$ cat config.mk
export PLATFORM = sky130hd
export DESIGN_NAME = slot_evt_irq
export DESIGN_NICKNAME = d
export VERILOG_FILES = /design/src/rtl/slot_evt_pkg.sv /design/src/rtl/sev_sync.sv /design/src/rtl/sev_detect.sv /design/src/rtl/sev_regs.sv /design/src/rtl/slot_evt_irq.sv
export SDC_FILE = /design/constraint.sdc
export NUM_CORES = 1
export LEC_CHECK = 0
export ABC_CLOCK_PERIOD_IN_PS = 1400
export BUFFER_PORTS_ARGS = -buffer_cell sky130_fd_sc_hd__buf_2
export CORE_UTILIZATION = 48
export CTS_CLUSTER_SIZE = 28
export DETAILED_ROUTE_END_ITERATION = 10
export PLACE_DENSITY_LB_ADDON = 0.15
export SYNTH_ARGS = -nofsm -noshare
export SYNTH_HDL_FRONTEND = slang
export SYNTH_HIERARCHICAL = 1
export SYNTH_SLANG_ARGS = --single-unit
export TNS_END_PERCENT = 5
$ cat constraint.sdc
create_clock -name clk -period 1.4 [get_ports clk]
set_input_delay 0.28 -clock clk [delete_from_list [all_inputs] [get_ports clk]]
set_output_delay 0.28 -clock clk [all_outputs]
set_load 0.01 [all_outputs]
$ cat src/rtl/slot_evt_pkg.sv
`timescale 1ns/1ps
package slot_evt_pkg;
  localparam int NPINS  = 8;
  localparam int DATA_W = 16;
  localparam int ADDR_W = 2;

  // index in the synchronized pin vector
  localparam int IX_RDY  = 0;
  localparam int IX_BVD1 = 1;
  localparam int IX_BVD2 = 2;
  localparam int IX_CD1  = 3;
  localparam int IX_CD2  = 4;
  localparam int IX_WP   = 5;
  localparam int IX_VS2  = 6;
  localparam int IX_VS1  = 7;

  // register addresses
  localparam logic [ADDR_W-1:0] A_PINS = 2'd0;
  localparam logic [ADDR_W-1:0] A_CHG  = 2'd1;
  localparam logic [ADDR_W-1:0] A_ENA  = 2'd2;

  // ready-line flag positions
  localparam int B_RDY_LO   = 7;
  localparam int B_RDY_HI   = 6;
  localparam int B_RDY_RISE = 5;
  localparam int B_RDY_FALL = 4;

  // pin k (k = 1..7) reports its change at bit PIN_BASE + k
  localparam int PIN_BASE = 8;

  localparam logic [DATA_W-1:0] FLAG_MASK = 16'hFEF0;
endpackage

$ cat src/rtl/sev_sync.sv
`timescale 1ns/1ps
module sev_sync #(
  parameter int W      = 8,
  parameter int STAGES = 2
) (
  input  logic         clk,
  input  logic         rst_n,
  input  logic [W-1:0] d,
  output logic [W-1:0] q,
  output logic         vld
);
  logic [STAGES-1:0][W-1:0] stg_q, stg_d;
  logic [STAGES-1:0]        vq, vd;

  always_comb begin
    stg_d[0] = d;
    vd[0]    = 1'b1;
    for (int i = 1; i < STAGES; i++) begin
      stg_d[i] = stg_q[i-1];
      vd[i]    = vq[i-1];
    end
  end

  always_ff @(posedge clk or negedge rst_n) begin
    if (!rst_n) begin
      stg_q <= '0;
      vq    <= '0;
    end else begin
      stg_q <= stg_d;
      vq    <= vd;
    end
  end

  assign q   = stg_q[STAGES-1];
  assign vld = vq[STAGES-1];
endmodule

$ cat src/rtl/sev_detect.sv
`timescale 1ns/1ps
module sev_detect
  import slot_evt_pkg::*;
(
  input  logic              clk,
  input  logic              rst_n,
  input  logic [NPINS-1:0]  s,
  input  logic              s_vld,
  output logic [DATA_W-1:0] ev,
  output logic              primed
);
  logic [NPINS-1:0] prev_q, prev_d;
  logic             pv_q, pv_d;

  // hold the previous sample only while the synchronizer is filled
  always_comb begin
    prev_d = s_vld ? s : prev_q;
    pv_d   = s_vld;
  end

  always_ff @(posedge clk or negedge rst_n) begin
    if (!rst_n) begin
      prev_q <= '0;
      pv_q   <= 1'b0;
    end else begin
      prev_q <= prev_d;
      pv_q   <= pv_d;
    end
  end

  generate
    for (genvar k = 1; k < NPINS; k++) begin : g_pin
      assign ev[PIN_BASE+k] = pv_q & (s[k] ^ prev_q[k]);
    end
  endgenerate

  assign ev[PIN_BASE]   = 1'b0;
  assign ev[B_RDY_LO]   = s_vld & ~s[IX_RDY];
  assign ev[B_RDY_HI]   = s_vld &  s[IX_RDY];
  assign ev[B_RDY_RISE] = pv_q  &  s[IX_RDY] & ~prev_q[IX_RDY];
  assign ev[B_RDY_FALL] = pv_q  & ~s[IX_RDY] &  prev_q[IX_RDY];
  assign ev[3:0]        = '0;
  assign primed         = pv_q;
endmodule

$ cat src/rtl/sev_regs.sv
`timescale 1ns/1ps
module sev_regs
  import slot_evt_pkg::*;
(
  input  logic              clk,
  input  logic              rst_n,
  input  logic              wr_chg,
  input  logic              wr_ena,
  input  logic [DATA_W-1:0] wdata,
  input  logic [ADDR_W-1:0] rd_addr,
  input  logic [NPINS-1:0]  pins,
  input  logic [DATA_W-1:0] ev,
  output logic [DATA_W-1:0] rdata,
  output logic [DATA_W-1:0] chg_q,
  output logic [DATA_W-1:0] en_q,
  output logic              irq_q
);
  logic [DATA_W-1:0] chg_d, en_d, clr;
  logic              irq_d;

  always_comb begin
    clr   = wr_chg ? wdata : '0;
    chg_d = ((chg_q & ~clr) | ev) & FLAG_MASK;   // set wins over clear
    en_d  = wr_ena ? (wdata & FLAG_MASK) : en_q;
    irq_d = |(chg_q & en_q);
  end

  always_ff @(posedge clk or negedge rst_n) begin
    if (!rst_n) begin
      chg_q <= '0;
      en_q  <= '0;
      irq_q <= 1'b0;
    end else begin
      chg_q <= chg_d;
      en_q  <= en_d;
      irq_q <= irq_d;
    end
  end

  always_comb begin
    unique case (rd_addr)
      A_PINS:  rdata = {pins, {(DATA_W-NPINS){1'b0}}};
      A_CHG:   rdata = chg_q;
      A_ENA:   rdata = en_q;
      default: rdata = '0;
    endcase
  end
endmodule

$ cat src/rtl/slot_evt_irq.sv
`timescale 1ns/1ps
module slot_evt_irq
  import slot_evt_pkg::*;
#(
  parameter int SYNC_STAGES = 2
) (
  input  logic              clk,
  input  logic              rst_n,
  input  logic              pin_vs1,
  input  logic              pin_vs2,
  input  logic              pin_wp,
  input  logic              pin_cd2,
  input  logic              pin_cd1,
  input  logic              pin_bvd2,
  input  logic              pin_bvd1,
  input  logic              pin_rdy,
  input  logic              bus_sel,
  input  logic              bus_wr,
  input  logic [ADDR_W-1:0] bus_addr,
  input  logic [DATA_W-1:0] bus_wdata,
  output logic [DATA_W-1:0] bus_rdata,
  output logic              irq,
  output logic              card_present,
  output logic              card_busy,
  output logic [1:0]        batt_level
);
  logic [1:0]        rst_pipe_q;
  logic              rst_ns;
  logic [NPINS-1:0]  raw_pins, sync_pins;
  logic              sync_vld, prev_vld;
  logic [DATA_W-1:0] ev, chg_q, en_q;
  logic              wr_chg, wr_ena;

  // asynchronous assert, synchronous release
  always_ff @(posedge clk or negedge rst_n) begin
    if (!rst_n) rst_pipe_q <= '0;
    else        rst_pipe_q <= {rst_pipe_q[0], 1'b1};
  end
  assign rst_ns = rst_pipe_q[1];

  assign raw_pins = {pin_vs1, pin_vs2, pin_wp, pin_cd2,
                     pin_cd1, pin_bvd2, pin_bvd1, pin_rdy};

  sev_sync #(.W(NPINS), .STAGES(SYNC_STAGES)) u_sync (
    .clk(clk), .rst_n(rst_ns), .d(raw_pins), .q(sync_pins), .vld(sync_vld)
  );

  sev_detect u_det (
    .clk(clk), .rst_n(rst_ns), .s(sync_pins), .s_vld(sync_vld),
    .ev(ev), .primed(prev_vld)
  );

  assign wr_chg = bus_sel & bus_wr & (bus_addr == A_CHG);
  assign wr_ena = bus_sel & bus_wr & (bus_addr == A_ENA);

  sev_regs u_regs (
    .clk(clk), .rst_n(rst_ns), .wr_chg(wr_chg), .wr_ena(wr_ena),
    .wdata(bus_wdata), .rd_addr(bus_addr), .pins(sync_pins), .ev(ev),
    .rdata(bus_rdata), .chg_q(chg_q), .en_q(en_q), .irq_q(irq)
  );

  assign card_present = ~sync_pins[IX_CD1] & ~sync_pins[IX_CD2];
  assign card_busy    = ~sync_pins[IX_RDY];
  assign batt_level   = {sync_pins[IX_BVD2], sync_pins[IX_BVD1]};
endmodule

==> results.md, run 1 <==
* Crit path max fanout at 3
* Post-Layout Cell Count at 276
* Max_slew headroom at 60.2%
* Drt total wl at 4290 um
* Net Sw Power at 0.809 mW
* GRT Overall Usage at 19.3%
* Synth warn at 6
* Maximum capacitance violations at 0
* Final ANT Viol Nets at 0
* GP Congestion at 0.769
* Final Util at 61.3%
* Starting Density at 50.1%
* Leakage power at 1.27 nW
* Flop pwr share at 56.6%
* Via count at 1396
* Clock Path Buffers at 2
* Wire length per cell at 15.5 um
* Post-Syn Area at 2180 um^2
* Worst path arrival time at 1110 ps
* Root Driver: clkbuf_8
* Pre-CTS setup slack at -4.89 ps
* Diode count at 0
* Largest net degree at the start of global routing at 51
* IO Count at 51
* Internal power at 2.35 mW
* Startpoint Class: register
* Met1 wire length at 1980 um
* Vias per cell at 5.06
* Die width at 69.4 um
* Final hold vios at 0
* Initial antenna violation count at 0
* First-pass iteration count of the detailed router at 4
* Worst Path Required at 1120 ps
* Filler cell count at 356
* Site Rows at 24
* Syn avg cell area at 13.3 um^2
* Final worst-path cycle share at 98.9%
* CP Capture Type: primary output
* Vias in the first global route at 1416
* CTS Buf Count at 5
* Die H at 69.4 um
* Final setup fails at 0
* Slew @ Worst Pin at 597 ps
* Port Buf Inserts at 41
* Clock share of power at 27.3%
* Highest Signal Layer: met4
* PwrDens at 1180 nW/um^2
* Clock Latency Late Sink at 300 ps
* Fmax at 722 MHz
* Placed cell count at 256
* CTS clk-pin slew, worst paths at 90 ps
* Layout overhead on the synthesized area at 22.3%
* Met3 Wirelength at 201 um
* Slew Viols, Final at 0
* H-tree depth at 2
* Hold Slack at 82.8 ps
* Die area at 4820 um^2
* Core area at 4350 um^2
* NumNets Final at 253
* HP Class: input pin to register
* DP Wirelength at 2860 um
* Fraction of layout cells with a size suffix above 1 at 41.5%
* Comb power frac at 16.1%
* DR iter-0 viols at 53
* Grt ovf at 0
* CP Class: register to primary output
* Sw Ratio at 25.6%
* PnR worst setup slack at 14.8 ps
* Worst vdd ir at 0.668 mV
* Setup Skew at 6.92 ps
* Outcome: finished clean
* DRC at 0
* # clock sinks at 52
* CTS tree: built
* Met2 WL at 2060 um
* Min cycle time layout at 1390 ps
* RSZ-0062 raised after global routing: yes
* Mapped Cells at 164
* First-pass GRT wire length at 7160 um
## sequential cells by signal (all words and copies together) (netlist names)
signal and cells:
rst_pipe_q 2, u_sync/vq 2, u_det/prev_q 8, u_regs/en_q 11, u_sync/q 8, u_det/primed 1
u_regs/irq_q 1, u_regs/chg_q 11, u_sync/stg_d 8
## cell usage in the layout, fill, tap and decap left out
| cell | n |
|---|---|
| and4b_1 | 2 |
| a222oi_1 | 1 |
| clkbuf_8 | 6 |
| buf_4 | 13 |
| nand2_1 | 20 |
| nor2b_4 | 1 |
| dlygate4sd3_1 | 1 |
| nor2b_1 | 1 |
| and2_1 | 8 |
| mux2i_1 | 7 |
| dfrtp_2 | 2 |
| nor2_2 | 1 |
| nor2_1 | 1 |
| a21o_1 | 10 |
| and3_1 | 1 |
| and3b_1 | 1 |
| a22o_2 | 1 |
| dfrtp_1 | 50 |
| a22o_1 | 4 |
| o21ai_1 | 7 |
| a21o_2 | 1 |
| mux2_2 | 11 |
| and2b_1 | 1 |
| nor3b_2 | 1 |
| buf_2 | 41 |
| a22oi_1 | 2 |
| clkinv_2 | 2 |
| conb_1 | 6 |
| mux2_4 | 8 |
| xor2_1 | 7 |
| inv_1 | 1 |
| a221oi_2 | 1 |
| buf_12 | 4 |
## routing by layer
layer | global-route usage, % | up-vias
met3 | 5.23 | 4
met1 | 26.5 | 683
met5 | 0 | -
met4 | 4.76 | 0
li1 | - | 667
met2 | 30.5 | 42
## power by group through the flow
stage	Combinational, mW	Clock, mW	Sequential (mW)
floorplan	0.317	0	1.80
global placement	0.448	0	1.81
detailed placement	0.465	0	1.82
CTS	0.473	0.883	1.79
global route	0.560	0.948	1.81
finish	0.509	0.862	1.79
## worst max-delay path, stage by stage, from the launching register on
cell,delay (ps)
dfrtp_1,420
mux2i_1,160
o21ai_1,90
buf_2,140
## per-stage QoR
| step | instance area (um^2) | power (mW) | setup TNS [ps] |
|---|---|---|---|
| after floorplan | 2200 | 2.11 | 0 |
| after global placement | 2460 | 2.26 | 0 |
| after detailed placement | 2460 | 2.28 | -4.89 |
| after CTS | 2570 | 3.14 | 0 |
| after global routing | 2670 | 3.32 | -111 |
| final | 2670 | 3.16 | 0 |
## path summary, 6_finish.rpt
check                           startpoint               end  slack [ps]  cells after the start
setup reg to reg           u_regs/chg_q[4]      u_regs/irq_q         150                      4
min in group asynchronous    rst_pipe_q[1]       u_sync/q[5]         250                      1
max in group asynchronous    rst_pipe_q[1]       u_sync/q[0]         900                      1
hold reg to reg              rst_pipe_q[1]       u_sync/q[5]         250                      1
hold / removal                     pin_cd1  u_sync/stg_d[11]          80                      1
setup / recovery               u_sync/q[7]     bus_rdata[15]          10                      3
## final cells by class
class	instances	area, um^2	share of cell area (%)
inverter	1	3.75	0.141
clock buffer	6	82.6	3.09
sequential	52	1300	48.8
timing repair buffer	59	393	14.7
multi-input combinational	104	812	30.4
clock inverter	2	10.0	0.375
tap	52	65.1	2.44
## timing repair
item	CTS	global route
hold endpoints to repair	2	0
setup buffers	1	10
gates resized for setup	2	8
hold buffers	1	0
pin swaps	0	2
setup endpoints to repair	3	11
No activity file was read; power rests on OpenSTA's default activity.
==> inputs of run 2 (changes only) <==
Settings changed: HOLD_SLACK_MARGIN from default to 0.15, SETUP_SLACK_MARGIN from default to 0.15.
==> run 2 against run 1 <==
Compared with the run above:
- global-route usage up 0.89 points
- final cell count up 4.7%
- clock-buffer cell count unchanged
- clock power about the same
- critical path type unchanged
- critical endpoint unchanged
==> results.md, run 2 (synthesis gave the netlist of run 1 again) <==
* Vias in the first global route at 1504
* Die H at 69.4 um
* Layout overhead on the synthesized area at 29.1%
* Worst path arrival time at 1090 ps
* Worst Path Required at 1120 ps
* GP Congestion at 0.769
* PwrDens at 1140 nW/um^2
* Final ANT Viol Nets at 0
* CP Class: register to primary output
* Starting Density at 50.1%
* First-pass iteration count of the detailed router at 4
* Crit path max fanout at 2
* Grt met3 use at 5.23%
* DR iter-0 viols at 82
* H-tree depth at 2
* Met1 usage at 27.1%
* CTS Buf Count at 5
* RSZ-0062 raised after global routing: yes
* Most frequent cells in the layout: dfrtp_1, buf_2, nand2_1
* GRT Overall Usage at 20.1%
* # clock sinks at 52
* DP Wirelength at 2860 um
* Fraction of layout cells with a size suffix above 1 at 41.8%
* Diode count at 0
* Initial antenna violation count at 0
* IO Count at 51
* CP Capture Type: primary output
* First-pass GRT wire length at 7470 um
* Wire length per cell at 15.3 um
* Die area at 4820 um^2
* Outcome: finished clean
* Placed Area at 2460 um^2
* Met2 Use GR at 32.9%
* PnR worst setup slack at 34.2 ps
* Clock Path Buffers at 2
* Filler cell count at 344
* Largest net degree at the start of global routing at 51
* Worst vdd ir at 0.708 mV
* Final hold vios at 0
* NumNets Final at 266
* Leakage power at 1.33 nW
* Via count at 1447
* Site Rows at 24
* Grt ovf at 0
* Final worst-path cycle share at 97.6%
* Sum Neg Setup Slack at 0 ps
* Biggest regs: u_regs/chg_q (11), u_regs/en_q (11)
* Startpoint Class: register
* Most crowded layer after global routing: met2
* Port Buf Inserts at 41
* Setup Skew at 8.07 ps
* Drt total wl at 4410 um
* CTS clk-pin slew, worst paths at 90 ps
* Root Driver: clkbuf_8
* Fmax at 732 MHz
* HP Class: input pin to register
* CTS tree: built
* Design Area, Final at 2820 um^2
* Vias per cell at 5.01
* Slew Viols, Final at 0
* Core area at 4350 um^2
* Commonest non-fill, non-tap cell in the layout: dfrtp_1
* DRC at 0
* Die width at 69.4 um
* Pre-CTS setup slack at -4.89 ps
* Clock Latency Late Sink at 300 ps
* Final setup fails at 0
* Maximum capacitance violations at 0
* Min cycle time layout at 1370 ps
run 2: cell types whose count changed in the layout (fill, tap and decap cells not counted), sizes merged:
cell / before / now
buf: 58 / 63
dlygate4sd3: 1 / 9
run 2: stage by stage:
stage	instances	hold slack, ps	util, %	power (mW)
after floorplan	167	-15.6	-	2.11
after global placement	256	64.1	56.6	2.26
after CTS	284	220	62.8	3.20
after detailed placement	256	66.2	56.6	2.28
final	289	229	64.7	3.21
after global routing	289	214	64.7	3.37
run 2: where the power goes:
| group | internal (mW) | leakage (nW) | switching [mW] | total (mW) |
|---|---|---|---|---|
| combinational | 0.338 | 0.703 | 0.226 | 0.564 |
| sequential | 1.66 | 0.580 | 0.125 | 1.78 |
| clock | 0.395 | 0.0510 | 0.466 | 0.861 |
run 2: what timing repair did:
action,4_1_cts,5_1_grt
endpoints found under the hold margin,10,0
hold buffers,9,0
buffers inserted,11,5
pin swaps,1,5
gates resized for setup,4,11
setup endpoints to repair,14,22
run 2: layer usage:
metal  up-vias  wire length, um  share of wire, %
li1        688                -                 -
met1       720             2020                46
met2        35             2170                49
met3         4              169               3.8
met4         0               48               1.1
met5         -                0                 0
run 2: final timing paths:
check | cells past startpoint | endpoint | from | slack, ps
worst max register to register | 5 | u_regs/irq_q | u_regs/en_q[4] | 80
worst min-delay path | 2 | u_regs/en_q[7] | bus_wdata[7] | 230
max in group asynchronous | 1 | u_sync/q[0] | rst_pipe_q[1] | 900
worst min register to register | 1 | u_sync/q[5] | rst_pipe_q[1] | 240
min in group asynchronous | 1 | u_sync/q[5] | rst_pipe_q[1] | 240
worst max-delay path | 3 | bus_rdata[15] | u_regs/chg_q[15] | 30
run 2: area by class of cell:
type / instances / area [um^2] / share of cell area (%)
tap: 52 / 65.1 / 2.31
sequential: 52 / 1310 / 46.3
multi-input combinational: 104 / 807 / 28.6
timing repair buffer: 72 / 544 / 19.3
clock buffer: 6 / 82.6 / 2.93
clock inverter: 2 / 10.0 / 0.355
inverter: 1 / 3.75 / 0.133
run 2: critical path, cell delays in order, from the launching register on:
cell     delay [ps]
dfrtp_1         390
mux2i_1         160
o21ai_1         100
buf_2           140
==> inputs of run 3 (changes only) <==
Settings changed: CORE_UTILIZATION 48 to 47, SYNTH_HIERARCHICAL 1 to default.
==> run 3 against run 2 <==
Compared with the run above:
- the run now ends with negative setup slack left
- worst setup slack worse by 49 ps
- combinational power shrank 11%
- sequential cell count unchanged
==> results.md, run 3 <==
* Synth cell count leaders: dfrtp_1, nand2_1, mux2_2
* Setup Skew at 11.9 ps
* Wire length per cell at 16.0 um
* # clock sinks at 52
* PnR worst setup slack at -15.0 ps
* Layout overhead on the synthesized area at 26.5%
* Post-synth EDFFs at 0
* Largest net degree at the start of global routing at 51
* Die area at 4760 um^2
* Die H at 69.0 um
* Final setup fails at 1
* Post-Layout Cell Count at 269
* Design Area, Final at 2670 um^2
* Slew Viols, Final at 0
* CTS tree: built
* Fraction of layout cells with a size suffix above 1 at 42.0%
* GP Congestion at 0.786
* NumNets Final at 248
* First-pass GRT wire length at 6900 um
* RSZ-0062 raised after global routing: yes
* H-tree depth at 2
* Clock Latency Late Sink at 300 ps
* Most frequent cells in the layout: dfrtp_1, buf_2, nand2_1
* Syn avg cell area at 13.6 um^2
* Maximum capacitance violations at 0
* GRT Overall Usage at 21.1%
* Placed cell count at 249
* CTS clk-pin slew, worst paths at 90 ps
* Starting Density at 50.9%
* Filler cell count at 349
* DR iter-0 viols at 82
* Diode count at 0
* CTS Buf Count at 5
* Port Buf Inserts at 41
* Mapped Cells at 155
* Final hold vios at 0
* Fmax at 707 MHz
* Max_slew headroom at 65.3%
* Clock Path Buffers at 2
* Startpoint Class: register
* Failing checks: negative setup slack
* Synth warn at 0
* CP Class: register to primary output
* Worst r2r dst: u_regs.irq_q
* Slew @ Worst Pin at 521 ps
* Pre-CTS setup slack at -42.5 ps
* Final worst-path cycle share at 101%
* Crit path max fanout at 2
* Commonest non-fill, non-tap cell in the layout: dfrtp_1
* Synth area leaders: dfrtp_1, mux2_2, a22o_1, nand2_1, mux2i_1
* Grt ovf at 0
* Initial antenna violation count at 0
* Leakage power at 1.24 nW
* Worst R2R Setup Slack at 130 ps
* CP Capture Type: primary output
* Site Rows at 23
* Yosys top cell by area: dfrtp_1
* Outcome: finished with violations
* Share of the synthesized area in the top cell type at 61.7%
* R2R depth at 5
* Cell Chain, Critical Path: mux2i_2 -> o21ai_2 -> buf_2
* Placed Area at 2410 um^2
* Ys async rst share at 100%
* Register bit total from synthesis at 52
* Final ANT Viol Nets at 0
* Worst Path Required at 1120 ps
* Die width at 69.0 um
* Count leader, synth: dfrtp_1
* DP Wirelength at 2880 um
* Via count at 1398
* Ys flop type: dfrtp_1
* Worst vdd ir at 0.841 mV
* Drt total wl at 4290 um
* IO Count at 51
* Root Driver: clkbuf_8
* Critical path's slowest cell: dfrtp_1
* Crit path largest cell delay at 420 ps
* Hold Slack at 225 ps
* Power, Total at 3.15 mW
* First-pass iteration count of the detailed router at 4
* Vias per cell at 5.20
* HP Class: register to asynchronous set/reset pin
* Biggest regs: u_regs.chg_q (11), u_regs.en_q (11)
* Worst reg2reg startpoint: u_regs.chg_q[12]
* Vias in the first global route at 1462
* DRC at 0
* Part of the Yosys area used for sequential elements at 61.7%
* Core area at 4140 um^2
* Min cycle time layout at 1420 ps
* Worst path arrival time at 1140 ps
* Post-Syn Area at 2110 um^2
* PwrDens at 1180 nW/um^2
* Netlist cell types at 28
-- run 3: changes by cell type in the layout (fill, tap and decap cells not counted), sizes merged, moves of 2 or more --
| cell | previous run | this run |
|---|---|---|
| clkbuf | 6 | 8 |
| a22o | 5 | 14 |
| and2 | 8 | 0 |
| clkinv | 2 | 0 |
| and4b | 2 | 0 |
| a21o | 11 | 0 |
| buf | 63 | 56 |
-- run 3: kinds of logic after synthesis --
kind of cell	after synthesis	synth area share [%]
XOR/XNOR	7	2.91
flip-flops	52	61.7
AO/OA/AOI/OAI	27	9.97
AND/OR/NAND/NOR	27	6.29
buffers and inverters	14	4.75
other	2	0.356
multiplexers	26	14.0
-- run 3: per-stage QoR --
stage	util [%]	TNS, ps
2_1_floorplan	-	0
3_3_place_gp	58.2	-189
3_5_place_dp	58.2	-132
4_1_cts	63.8	-54.7
5_1_grt	64.4	-276
6_report	64.4	-15.0
-- run 3: area by class of cell --
type                    count  area, um^2  area share [%]
flip-flops and latches     52        1300            48.9
multi-input cells          93         742            27.8
repair buffers             65         463            17.4
clock buffers               8        90.1            3.38
well taps                  50        62.6            2.35
inverters                   1        6.26           0.235
-- run 3: repair_timing --
item / in CTS / in global routing
hold endpoints to repair: 10 / 0
setup buffers: 2 / 1
hold buffers: 9 / 0
endpoints found under the setup margin: 14 / 15
gates resized for setup: 14 / 7
pin swaps: 11 / 10
-- run 3: worst max path at each step --
stage / start / slack (ps) / cells past startpoint / to
after floorplan: bus_addr[1] / 70 / 4 / bus_rdata[4]
final: u_sync.q[4] / -20 / 3 / bus_rdata[12]
after CTS: u_regs.chg_q[12] / -50 / 3 / bus_rdata[12]
after detailed placement: bus_addr[0] / -40 / 6 / bus_rdata[12]
after global placement: bus_addr[0] / -40 / 6 / bus_rdata[11]
after global routing: u_sync.q[4] / -90 / 3 / bus_rdata[12]
-- run 3: per-layer routing --
metal	GRT usage [%]	up-vias	part of all wire [%]
met2	36.7	36	52
li1	-	657	-
met5	0	-	0
met4	7.91	0	1.3
met1	24.3	700	42
met3	6.41	5	4.4
-- run 3: power breakdown --
part / switching, mW / internal (mW) / total [mW]
registers: 0.132 / 1.66 / 1.79
clock network: 0.456 / 0.404 / 0.860
logic: 0.208 / 0.294 / 0.502
total: 0.796 / 2.35 / 3.15
-- run 3: critical path: cells and delay by family (launching register included) --
family          cells  cell delay, ps
compound gates      1              80
flops               1             420
buf+inv             1             140
mux                 1             200
